## config.mk

```make
export PLATFORM = sky130hd
export DESIGN_NAME = int_alu_unit
export DESIGN_NICKNAME = d
export VERILOG_FILES = /design/src/rtl/int_alu_pkg.sv /design/src/rtl/alu_op_decode.sv /design/src/rtl/alu_addsub.sv /design/src/rtl/alu_logic.sv /design/src/rtl/int_alu_unit.sv
export SDC_FILE = /design/constraint.sdc
export NUM_CORES = 1
export LEC_CHECK = 0
export BUFFER_PORTS_ARGS = -buffer_cell sky130_fd_sc_hd__buf_4
export CAP_MARGIN = 20
export CORE_ASPECT_RATIO = 0.9
export CORE_MARGIN = 5
export CORE_UTILIZATION = 30
export DETAILED_ROUTE_END_ITERATION = 8
export GPL_TIMING_DRIVEN = 0
export PLACE_DENSITY_LB_ADDON = 0.1
export SLEW_MARGIN = 20
export SYNTH_ARGS = -nofsm -noshare
export SYNTH_HDL_FRONTEND = slang
export SYNTH_SLANG_ARGS = --single-unit
```

## constraint.sdc

```tcl
create_clock -name vclk -period 4.5
set_input_delay 0.225 -clock vclk [all_inputs]
set_output_delay 0.225 -clock vclk [all_outputs]
set_load 0.005 [all_outputs]
```

## src/rtl/int_alu_pkg.sv

```systemverilog
package int_alu_pkg;

  localparam int unsigned CLASS_W = 2;
  localparam int unsigned FUNC_W  = 6;
  localparam int unsigned OPC_W   = 3;

  typedef enum logic [OPC_W-1:0] {
    OPC_AND  = 3'b000,
    OPC_OR   = 3'b001,
    OPC_ADD  = 3'b010,
    OPC_IDLE = 3'b011,
    OPC_SUB  = 3'b110,
    OPC_SLT  = 3'b111
  } alu_opc_e;

  typedef enum logic [CLASS_W-1:0] {
    CLS_ADDR   = 2'b00,
    CLS_CMP    = 2'b01,
    CLS_FIELD  = 2'b10,
    CLS_UNUSED = 2'b11
  } op_class_e;

  localparam logic [FUNC_W-1:0] FN_ADD = 6'b100000;
  localparam logic [FUNC_W-1:0] FN_SUB = 6'b100010;
  localparam logic [FUNC_W-1:0] FN_AND = 6'b100100;
  localparam logic [FUNC_W-1:0] FN_OR  = 6'b100101;
  localparam logic [FUNC_W-1:0] FN_SLT = 6'b101010;

endpackage

```

## src/rtl/alu_op_decode.sv

```systemverilog
module alu_op_decode
  import int_alu_pkg::*;
(
  input  logic [CLASS_W-1:0] op_class_i,
  input  logic [FUNC_W-1:0]  func_i,
  output alu_opc_e           opc_o
);

  alu_opc_e field_opc;

  // Second level: function field, used only by class 10
  always_comb begin
    unique case (func_i)
      FN_ADD:  field_opc = OPC_ADD;
      FN_SUB:  field_opc = OPC_SUB;
      FN_AND:  field_opc = OPC_AND;
      FN_OR:   field_opc = OPC_OR;
      FN_SLT:  field_opc = OPC_SLT;
      default: field_opc = OPC_IDLE;
    endcase
  end

  // First level: class from the main decoder
  always_comb begin
    unique case (op_class_e'(op_class_i))
      CLS_ADDR:  opc_o = OPC_ADD;
      CLS_CMP:   opc_o = OPC_SUB;
      CLS_FIELD: opc_o = field_opc;
      default:   opc_o = OPC_IDLE;
    endcase
  end

  // the fixed classes ignore the function field
  always_comb begin
    p_addr_is_add_r2: assert (op_class_i != CLS_ADDR || opc_o == OPC_ADD);
    p_cmp_is_sub_r3:  assert (op_class_i != CLS_CMP  || opc_o == OPC_SUB);
  end

endmodule

```

## src/rtl/alu_addsub.sv

```systemverilog
module alu_addsub #(
  parameter int unsigned WIDTH = 32
) (
  input  logic [WIDTH-1:0] a_i,
  input  logic [WIDTH-1:0] b_i,
  input  logic             sub_i,
  output logic [WIDTH-1:0] sum_o,
  output logic             cout_o,
  output logic             ovf_o,
  output logic             lt_o
);

  localparam int unsigned MSB = WIDTH - 1;

  logic [WIDTH-1:0] b_eff;
  logic [WIDTH:0]   wide_sum;

  // Subtraction as A + ~B + 1, sharing one carry chain
  always_comb begin
    b_eff    = b_i ^ {WIDTH{sub_i}};
    wide_sum = {1'b0, a_i} + {1'b0, b_eff} + {{WIDTH{1'b0}}, sub_i};
    sum_o    = wide_sum[WIDTH-1:0];
    cout_o   = wide_sum[WIDTH];
    ovf_o    = (a_i[MSB] == b_eff[MSB]) && (sum_o[MSB] != a_i[MSB]);
    lt_o     = sum_o[MSB] ^ ovf_o;
  end

endmodule

```

## src/rtl/alu_logic.sv

```systemverilog
module alu_logic #(
  parameter int unsigned WIDTH = 32
) (
  input  logic [WIDTH-1:0] a_i,
  input  logic [WIDTH-1:0] b_i,
  input  logic             or_sel_i,
  output logic [WIDTH-1:0] res_o
);

  for (genvar g = 0; g < WIDTH; g++) begin : g_bit
    assign res_o[g] = or_sel_i ? (a_i[g] | b_i[g]) : (a_i[g] & b_i[g]);
  end

endmodule

```

## src/rtl/int_alu_unit.sv

```systemverilog
module int_alu_unit
  import int_alu_pkg::*;
#(
  parameter int unsigned WIDTH = 32
) (
  input  logic [CLASS_W-1:0] op_class_i,
  input  logic [FUNC_W-1:0]  func_i,
  input  logic [WIDTH-1:0]   a_i,
  input  logic [WIDTH-1:0]   b_i,
  output logic [OPC_W-1:0]   op_o,
  output logic [WIDTH-1:0]   result_o,
  output logic               zero_o,
  output logic               carry_o,
  output logic               ovf_o
);

  alu_opc_e         opc;
  logic [WIDTH-1:0] as_sum, lg_res;
  logic             as_cout, as_ovf, as_lt;
  logic             is_arith;

  alu_op_decode u_dec (
    .op_class_i (op_class_i),
    .func_i     (func_i),
    .opc_o      (opc)
  );

  alu_addsub #(.WIDTH(WIDTH)) u_addsub (
    .a_i    (a_i),
    .b_i    (b_i),
    .sub_i  (opc == OPC_SUB || opc == OPC_SLT),
    .sum_o  (as_sum),
    .cout_o (as_cout),
    .ovf_o  (as_ovf),
    .lt_o   (as_lt)
  );

  alu_logic #(.WIDTH(WIDTH)) u_logic (
    .a_i      (a_i),
    .b_i      (b_i),
    .or_sel_i (opc == OPC_OR),
    .res_o    (lg_res)
  );

  always_comb begin
    op_o     = opc;
    is_arith = (opc == OPC_ADD) || (opc == OPC_SUB);
    unique case (opc)
      OPC_AND, OPC_OR:  result_o = lg_res;
      OPC_ADD, OPC_SUB: result_o = as_sum;
      OPC_SLT:          result_o = {{(WIDTH-1){1'b0}}, as_lt};
      default:          result_o = '0;
    endcase
    carry_o = is_arith & as_cout;
    ovf_o   = is_arith & as_ovf;
    zero_o  = ~|result_o;
  end

  // Cross-checks between decoder, datapath units and flag logic
  always_comb begin
    p_zero_flag_r10:  assert (zero_o == (result_o == '0));
    p_slt_upper_r9:   assert (opc != OPC_SLT || result_o[WIDTH-1:1] == '0);
    p_logic_flags_r5: assert (!(opc == OPC_AND || opc == OPC_OR) || (!carry_o && !ovf_o));
    p_idle_zero_r4:   assert (opc != OPC_IDLE || (result_o == '0 && !carry_o && !ovf_o));
  end

endmodule

```

Yosys cells after proc, flatten, opt, wreduce, memory -nomap -nowiden:

Index checks and enable logic that the tools add are counted.

* bits in registers: 0
* output and inout bits: 38
* word-level logic and storage cells: 127
* input bits: 72

* muxes and demuxes: 35
* equal/unequal tests: 13
* bitwise logic cells: 68
* add/sub/neg operators: 2
* reduce and logical (&&, ||, !) cells: 9

Operators with widths (number)
* $pmux 32 s3: 1
* $and 1x1->1: 34
* $add 32x32->33: 1
* $add 33x1->33: 1
* $mux 1: 32
* $or 1x1->1: 32
* $reduce_or 32->1: 1
* $xor 32x32->32: 1
* $eq 6x6->1 const B: 5
* $pmux 3 s5: 1
* $pmux 3 s3: 1
* $eq 3x3->1 const B: 2
* $reduce_or 2->1: 2
* $eq 3x1->1 const B: 1
* $eq 3x2->1 const B: 1
* $logic_not 3->1: 1
* $eq 2x1->1 const B: 1
* $eq 2x2->1 const B: 1
* $logic_not 2->1: 1
* $logic_or 1x1->1: 2
* $eq 1x1->1: 1
* $logic_and 1x1->1: 1
* $logic_not 1->1: 1
* $ne 1x1->1: 1
* $xor 1x1->1: 1

Depth between registers and ports, before layout:

Gate-level depths: netlist (run 1).

* depth in word-level cells: 14
* gate-level depth with buffers: 17
* depth with buffers taken out: 15

Modules after synthesis:

Synthesis (run 1) repeated with hierarchy kept, for this count alone.

* cells, all modules: 408
* area, all modules: 3153.0 µm²

Modules (own cells, without submodules)
* alu_addsub: times used 1, area each 2134.5 µm², seq. area each 0.0 µm², cells an instance 294
* int_alu_unit: times used 1, area each 554.3 µm², seq. area each 0.0 µm², cells an instance 71
* alu_logic: times used 1, area each 391.6 µm², seq. area each 0.0 µm², cells an instance 35
* alu_op_decode: times used 1, area each 72.6 µm², seq. area each 0.0 µm², cells an instance 8

Worst setup path before layout (run 1):

OpenSTA, ideal clock, no wires.

* kind: input port to output port
* start point: input port func_i[2]
* end point: output port zero_o
* stages on the path: 17
* required time: 4275 ps
* arrival time: 4545 ps
* slack: -270 ps
* buffers on the path: 3
* path through: or3_1 -> buf_2 -> o21ai_1 -> clkbuf_1 -> xor2_1 -> ha_1 -> clkbuf_1 -> and4_1 -> and3_1 -> a21boi_1 -> o211a_1 -> or3_1 -> a32o_1 -> or4_4 -> nor4_2 -> nand4b_1 -> a2111oi_2

* elaborated cells between the ends (all ways): 57
* those cells by class: 2 x add/sub; 11 x eq/ne; 35 x mux; 2 x bitwise; 7 x reduce/logical

RTL lines
* start: declaration: RTL line int_alu_unit.sv:7 `input logic [FUNC_W-1:0] func_i,`
* $eq 6x6->1: RTL line alu_op_decode.sv:13 `unique case (func_i)`
* $pmux 3 s5 (*): RTL line alu_op_decode.sv:13
* $pmux 3 s3 (*): RTL line alu_op_decode.sv:25 `unique case (op_class_e'(op_class_i))`
* $eq 3x3->1: RTL line int_alu_unit.sv:31, int_alu_unit.sv:48
* $logic_or 1x1->1: RTL line int_alu_unit.sv:31 `.sub_i (opc == OPC_SUB || opc == OPC_SLT),`
* $xor 32x32->32: RTL line alu_addsub.sv:20 `b_eff = b_i ^ {WIDTH{sub_i}};`
* $add 32x32->33: RTL line alu_addsub.sv:21 `wide_sum = {1'b0, a_i} + {1'b0, b_eff} + {{WIDTH{1'b0}}, sub_i};`
* $add 33x1->33: RTL line alu_addsub.sv:21
* $pmux 32 s3 (*): RTL line int_alu_unit.sv:48 `unique case (opc)`
* via result_o[18]: RTL line int_alu_unit.sv:11 `output logic [WIDTH-1:0] result_o,`
* $reduce_or 32->1 (*): RTL line int_alu_unit.sv:56 `zero_o = ~|result_o;`
* $logic_not 1->1 (*): RTL line int_alu_unit.sv:56
* end: declaration: RTL line int_alu_unit.sv:12 `output logic zero_o,`

The timed path passes the listed nets; every way through them passes the cells marked *.

Final worst setup path (run 1):

* start point: input port func_i[0]
* end point: output port zero_o

* longest elaborated chain between the ends: 14
* elaborated cells between the ends (all ways): 57
* those cells by class: 2 x add/sub; 11 x eq/ne; 35 x mux; 2 x bitwise; 7 x reduce/logical

Ends and longest elaborated chain
* $eq 6x6->1: RTL line alu_op_decode.sv:13
* $pmux 3 s5 (*): RTL line alu_op_decode.sv:13
* $pmux 3 s3 (*): RTL line alu_op_decode.sv:25
* $eq 3x3->1: RTL line int_alu_unit.sv:31, int_alu_unit.sv:48
* $logic_or 1x1->1: RTL line int_alu_unit.sv:31
* $xor 32x32->32: RTL line alu_addsub.sv:20
* $add 32x32->33: RTL line alu_addsub.sv:21
* $add 33x1->33: RTL line alu_addsub.sv:21
* $ne 1x1->1: RTL line alu_addsub.sv:24 `ovf_o = (a_i[MSB] == b_eff[MSB]) && (sum_o[MSB] != a_i[MSB]);`
* $logic_and 1x1->1: RTL line alu_addsub.sv:24
* $xor 1x1->1: RTL line alu_addsub.sv:25 `lt_o = sum_o[MSB] ^ ovf_o;`
* $pmux 32 s3 (*): RTL line int_alu_unit.sv:48
* $reduce_or 32->1 (*): RTL line int_alu_unit.sv:56
* $logic_not 1->1 (*): RTL line int_alu_unit.sv:56

Mark *: on every way between the ends. The rest lies on a longest branch, timed or not.

==> results.yml, run 1 <==
critical_path:
  path_class: "input port to output port"
  critPathMaxFanout: 6
  crit_required_ps: 4280
  start_kind: "input port"
  cp.arrival_ps: 4580
  critPathCaptureType: "output port"
synth:
  synthTopCellsByArea: "ha_1, xor2_1, a21oi_1"
  synth_cell_types: 73
  synth_common_cells: "a21oi_1, xor2_1, nand2_1"
  ys_seq_area_share_pct: 0
  syn_nets: 553
  ys.warnings.count: 0
  synth_largest_area_cell: "ha_1"
  synth_area_um2: 3230
  avgSynthCellArea_um2: 7.28
  yosys.area.top_type_share_pct: 13.9
  synthCells: 444
floorplanning:
  dieWidth_um: 119
  die-height_um: 108
  num_rows: 36
  die_area_um2: 13000
  core_region_area_um2: 10700
  io_pins: 110
  start_util_pct: 30.3
hold_path:
  hold_class: "input port to output port"
  hold_path_end: "ovf_o"
  hold_path_startpoint: "a_i[31]"
  hold_path_depth: 4
drt:
  drtIter0Drc: 224
  drc: 0
  ant_nets: 0
  vias_per_cell: 5.63
  wire_per_inst_um: 19.3
  drtPass1Iterations: 4
  routed_wl_mm: 13.7
  vias: 3974
grt:
  grt_pass1_vias: 3975
  antenna_found_initial: 0
  grt_usage_pct: 20.1
  grt_pass1_wl_mm: 21.2
  grt-ovfl-total: 0
  grt_max_degree: 11
pwr:
  leakagePower_nw: 2.08
  ir_drop_uv: 68.0
  p_per_area_nw_per_um2: 185
placed_design:
  dp_hpwl_mm: 10.7
  post_dp_cell_area_um2: 4240
  port_buffers: 110
  dpl.cell_count: 687
  gp_congestion: 0.908
timing:
  rsz0062_at_grt: "yes"
  final-hold-violation-count: 0
  tightest_slew_ps: 702
  fin_crit_sh_pct: 107
  fin_ws_ps: -307
  period_needed_ps: 4810
  finalSetupViolCount: 1
  fmax_mhz: 208
  drv_slew: 0
  relSlewSlack_pct: 53.2
outcome:
  status: "finished, violations left"
  violations: "negative setup slack"
layout:
  syn_to_final_growth_pct: 49.4
  clock_buffers: 0
  final_area_um2: 4830
  final_layout_size_suffix_gt1_share_pct: 37.9
  seq_area_um2: 0
  seq_cells: 0
  fillers: 1095
  diodes: 0
  fin_nets: 684
  final_cells: 706
run:
  cap_violations: 0
==> worst max path at each step <==
stage	startpoint	end	slack [ps]	cells past startpoint
finish	func_i[0]	zero_o	-310	20
global route	func_i[0]	zero_o	-460	20
CTS	func_i[0]	zero_o	-260	19
detailed placement	func_i[2]	zero_o	-1200	19
global placement	func_i[2]	zero_o	-1210	19
floorplan	func_i[2]	zero_o	30	17
==> power by group <==
part           internal (W)  leakage, nW  switching, W
logic              0.000423         2.08      0.000472
clock network             0            0             0
registers                 0            0             0
total              0.000423         2.08      0.000472
==> layout by cell type (no fill, tap or decap), types with 7 or more instances in the layout <==
cell	count
nor2_1	15
nand2_1	38
ha_1	27
nand3_1	13
buf_4	129
o21ai_0	25
clkbuf_1	10
a21oi_2	10
a21oi_1	30
xor2_1	32
inv_1	13
nand4_1	8
xnor2_1	9
xor2_2	7
nor3_1	7
maj3_1	17
buf_6	9
maj3_2	9
a21o_1	12
==> what timing repair did <==
item                       CTS  global route
gates resized for setup     71             4
setup endpoints to repair   11             3
pin swaps                   31             4
hold buffers                 0             0
buffers inserted            24             1
==> worst max-delay path, cell delays in order <==
cell and delay, ps:
buf_6 90, or3_1 370, buf_6 130, o21ai_4 130, buf_6 150, clkbuf_16 160
xor2_1 150, ha_1 300, buf_4 170, a21o_1 160, a31o_4 240, a32oi_4 250
a21oi_2 100, or3_1 350, a32o_1 280, or4_4 550, a211oi_2 150, nand4b_1 170
a2111oi_2 270, buf_4 170
==> cell type report <==
class	count	area (um2)	share of cell area [%]
Multi-Input combinational cell	405	3400	70.4
Timing Repair Buffer	135	1040	21.6
Tap cell	133	166	3.44
Inverter	13	48.8	1.01
Buffer	20	171	3.55
==> routing by layer <==
metal | track usage, % | vias to the layer above | wire length [um]
met5 | 0 | - | 0
met3 | 2.25 | 6 | 701
met2 | 35.1 | 112 | 6390
met1 | 27.5 | 1894 | 6470
met4 | 2.29 | 0 | 99
li1 | - | 1962 | -
==> through the flow <==
stage / hold WS [ps] / power [W] / setup slack [ps] / util, % / TNS [ps]
2_1_floorplan: 583 / 0.000479 / 31.9 / - / 0
3_3_place_gp: 871 / 0.000762 / -1210 / 39.7 / -4430
3_5_place_dp: 870 / 0.000766 / -1200 / 39.7 / -4060
4_1_cts: 871 / 0.000882 / -255 / 45.0 / -255
5_1_grt: 901 / 0.000969 / -456 / 45.3 / -466
6_report: 868 / 0.000895 / -307 / 45.3 / -307
==> kinds of logic after synthesis <==
family	share of synthesized area, %
AO/OA/AOI/OAI	37.8
AND/OR/NAND/NOR	19.7
adder cells (fa/ha/maj)	22.9
XOR/XNOR	13.3
buffers and inverters	5.38
multiplexers	0.967
No activity file was read; power rests on OpenSTA's default activity.
==> run 2, diff against run 1 <==
- SYNTH_HIERARCHICAL: default -> 1
==> results.yml, run 2 <==
cts:
  cts_hold_buf: 0
layout:
  multiInputGateArea_um2: 3090
  syn_to_final_growth_pct: 42.5
  clock_buffers: 0
  seq_area_um2: 0
  seq_cells: 0
  diodes: 0
  final_cells: 663
  final_common_cell: "buf_4"
  fillers: 1079
  fin_nets: 640
  mostFrequentLayoutCells: "buf_4, xor2_1, a21oi_1"
  final_layout_size_suffix_gt1_share_pct: 40.3
floorplanning:
  core_region_area_um2: 10200
  start_util_pct: 30.8
  io_pins: 110
  die-height_um: 107
  num_rows: 35
  dieWidth_um: 118
  die_area_um2: 12700
critical_path:
  critPathCaptureType: "output port"
  crit_required_ps: 4280
  worst_path_max_delay_cell: "o311a_1"
  path_class: "input port to output port"
  cpMostUsedCell: "buf_6"
  max_stage_delay_ps: 420
  cp.arrival_ps: 4210
  critPathMaxFanout: 5
  crit_start: "func_i[4]"
  start_kind: "input port"
  cp-endpoint: "zero_o"
  worstPathCellList: "buf_6, or3b_4, o22ai_4, and2_4, xor2_2, inv_1, fa_2, and2b_1, o2111ai_2, a21oi_2, o21ai_2, o311a_1, o31a_1, xnor2_2, nor4_2, nand4_1, o21ai_1, and3b_1, buf_6"
drt:
  vias: 3723
  drtIter0Drc: 267
  routed_wl_mm: 12.7
  wl_met2_mm: 5.79
  drc: 0
  vias_per_cell: 5.62
  drtPass1Iterations: 5
  wl_met1_mm: 6.09
  wire_per_inst_um: 19.1
  top_layer: "met4"
  wl_met3_um: 673
  ant_nets: 0
pwr:
  pwr-share-clk_pct: 0
  p_int_w: 0.000439
  leakagePower_nw: 2.09
  p_seq_share_pct: 0
  p_per_area_nw_per_um2: 203
  swShare_pct: 52.0
  power_w: 0.000914
  ir_drop_uv: 74.7
  p_switching_w: 0.000475
  power_frac_comb_pct: 100.0
outcome:
  status: "finished, final reports clean"
timing:
  rsz0062_at_grt: "yes"
  fmax_mhz: 226
  final-hold-violation-count: 0
  drv_slew: 0
  finalSetupViolCount: 0
  relSlewSlack_pct: 63.6
  period_needed_ps: 4430
  tightest_slew_ps: 537
  fin_crit_sh_pct: 98.5
  finalSetupTns_ps: 0
grt:
  antenna_found_initial: 0
  grt_pass1_wl_mm: 19.6
  grt_max_degree: 11
  grt-ovfl-total: 0
  grt_pass1_vias: 3693
  grt_usage_pct: 18.6
synth:
  synth-adder-area-share_pct: 24.3
  ys.warnings.count: 6
  syn_nets: 512
  ys_seq_area_share_pct: 0
  synth.mux.area_fraction_pct: 0.675
  yosys.area_share.simple_pct: 18.8
  synth_largest_area_cell: "ha_1"
  synth_most_common_cell: "xor2_1"
  synthXorXnorAreaFrac_pct: 16.9
  synthTopCellsByArea: "ha_1, xor2_1, maj3_2"
  synth_area_um2: 3150
  avgSynthCellArea_um2: 7.73
  synth_compound_area_share_pct: 33.2
  synth_top_family_by_area: "compound AO/OA/AOI/OAI gates"
  synth_cell_types: 70
  synth_common_cells: "xor2_1, a21oi_1, a22o_1, ha_1, maj3_2"
  yosys.area.top_type_share_pct: 12.3
  synthCells: 408
placed_design:
  dp_hpwl_mm: 10.6
  dpl.cell_count: 647
  port_buffers: 110
  gp_congestion: 0.947
hold_path:
  hold_path_startpoint: "op_class_i[1]"
  hold_class: "input port to output port"
run:
  cap_violations: 0
==> run 2: cell count changes in the layout (fill, tap and decap cells not counted), sizes merged, moves of 6 or more <==
| cell | change |
|---|---|
| xnor2 | +12 |
| o21ai | -13 |
| nand3 | -8 |
| a22o | +28 |
| clkbuf | -6 |
| nor4 | +12 |
| a21oi | -6 |
| maj3 | +6 |
| nand2 | -13 |
==> run 2: stage by stage <==
step                setup slack (ps)  util (%)  area (um2)  hold slack, ps
finish                          69.7      43.8        4490             911
global route                    -172      43.8        4490             926
CTS                             10.5      43.0        4410             911
detailed placement              -798      40.4        4140             812
global placement                -854      40.4        4140             807
floorplan                        338         -        3150             540
==> run 2: power groups by stage <==
stage | clock network, W | registers [W] | logic (W)
after floorplan | 0 | 0 | 0.000520
after global placement | 0 | 0 | 0.000828
after detailed placement | 0 | 0 | 0.000828
after CTS | 0 | 0 | 0.000883
after global routing | 0 | 0 | 0.000988
final | 0 | 0 | 0.000914
==> run 2: per-layer routing <==
layer / track usage [%] / vias up
li1: - / 1822
met1: 27.0 / 1748
met2: 30.9 / 145
met3: 1.52 / 8
met4: 1.97 / 0
met5: 0 / -
==> run 2: how the worst min path moves through the flow <==
stage          endpoint  slack (ps)  cells past startpoint
2_1_floorplan   op_o[2]         540                      1
3_3_place_gp    op_o[2]         810                      3
3_5_place_dp    op_o[2]         810                      3
4_1_cts         op_o[2]         910                      4
5_1_grt         op_o[2]         930                      4
6_report        op_o[2]         910                      4
==> run 2: final cells by class <==
class,count,area share (%)
Multi-Input combinational cell,373,68.8
Buffer,19,4.43
Tap cell,129,3.59
Inverter,13,1.09
Timing Repair Buffer,129,22.1
==> run 2: worst max-delay path, delay by kind of cell <==
kind	cells	cell delay, ps
AO/OA/AOI/OAI	7	1530
AND/OR/NAND/NOR	6	1430
adder cells (fa/ha/maj)	1	400
XOR/XNOR	2	330
buffers and inverters	3	290
==> run 2: logic make-up (layout without fill, tap and decap cells) <==
logic type                 Yosys count  in the layout
and+or+nand+nor                    103            103
xor gates and xnor gates            61             61
buffers and inverters               35            161
adders and majority gates           64             64
muxes                                2              2
AOI/OAI and AO/OA                  143            143
==> run 2: repair_timing <==
action | in CTS | in global routing
setup endpoints to repair | 14 | 1
gates resized for setup | 32 | 11
pin swaps | 19 | 18
buffers inserted | 13 | 6
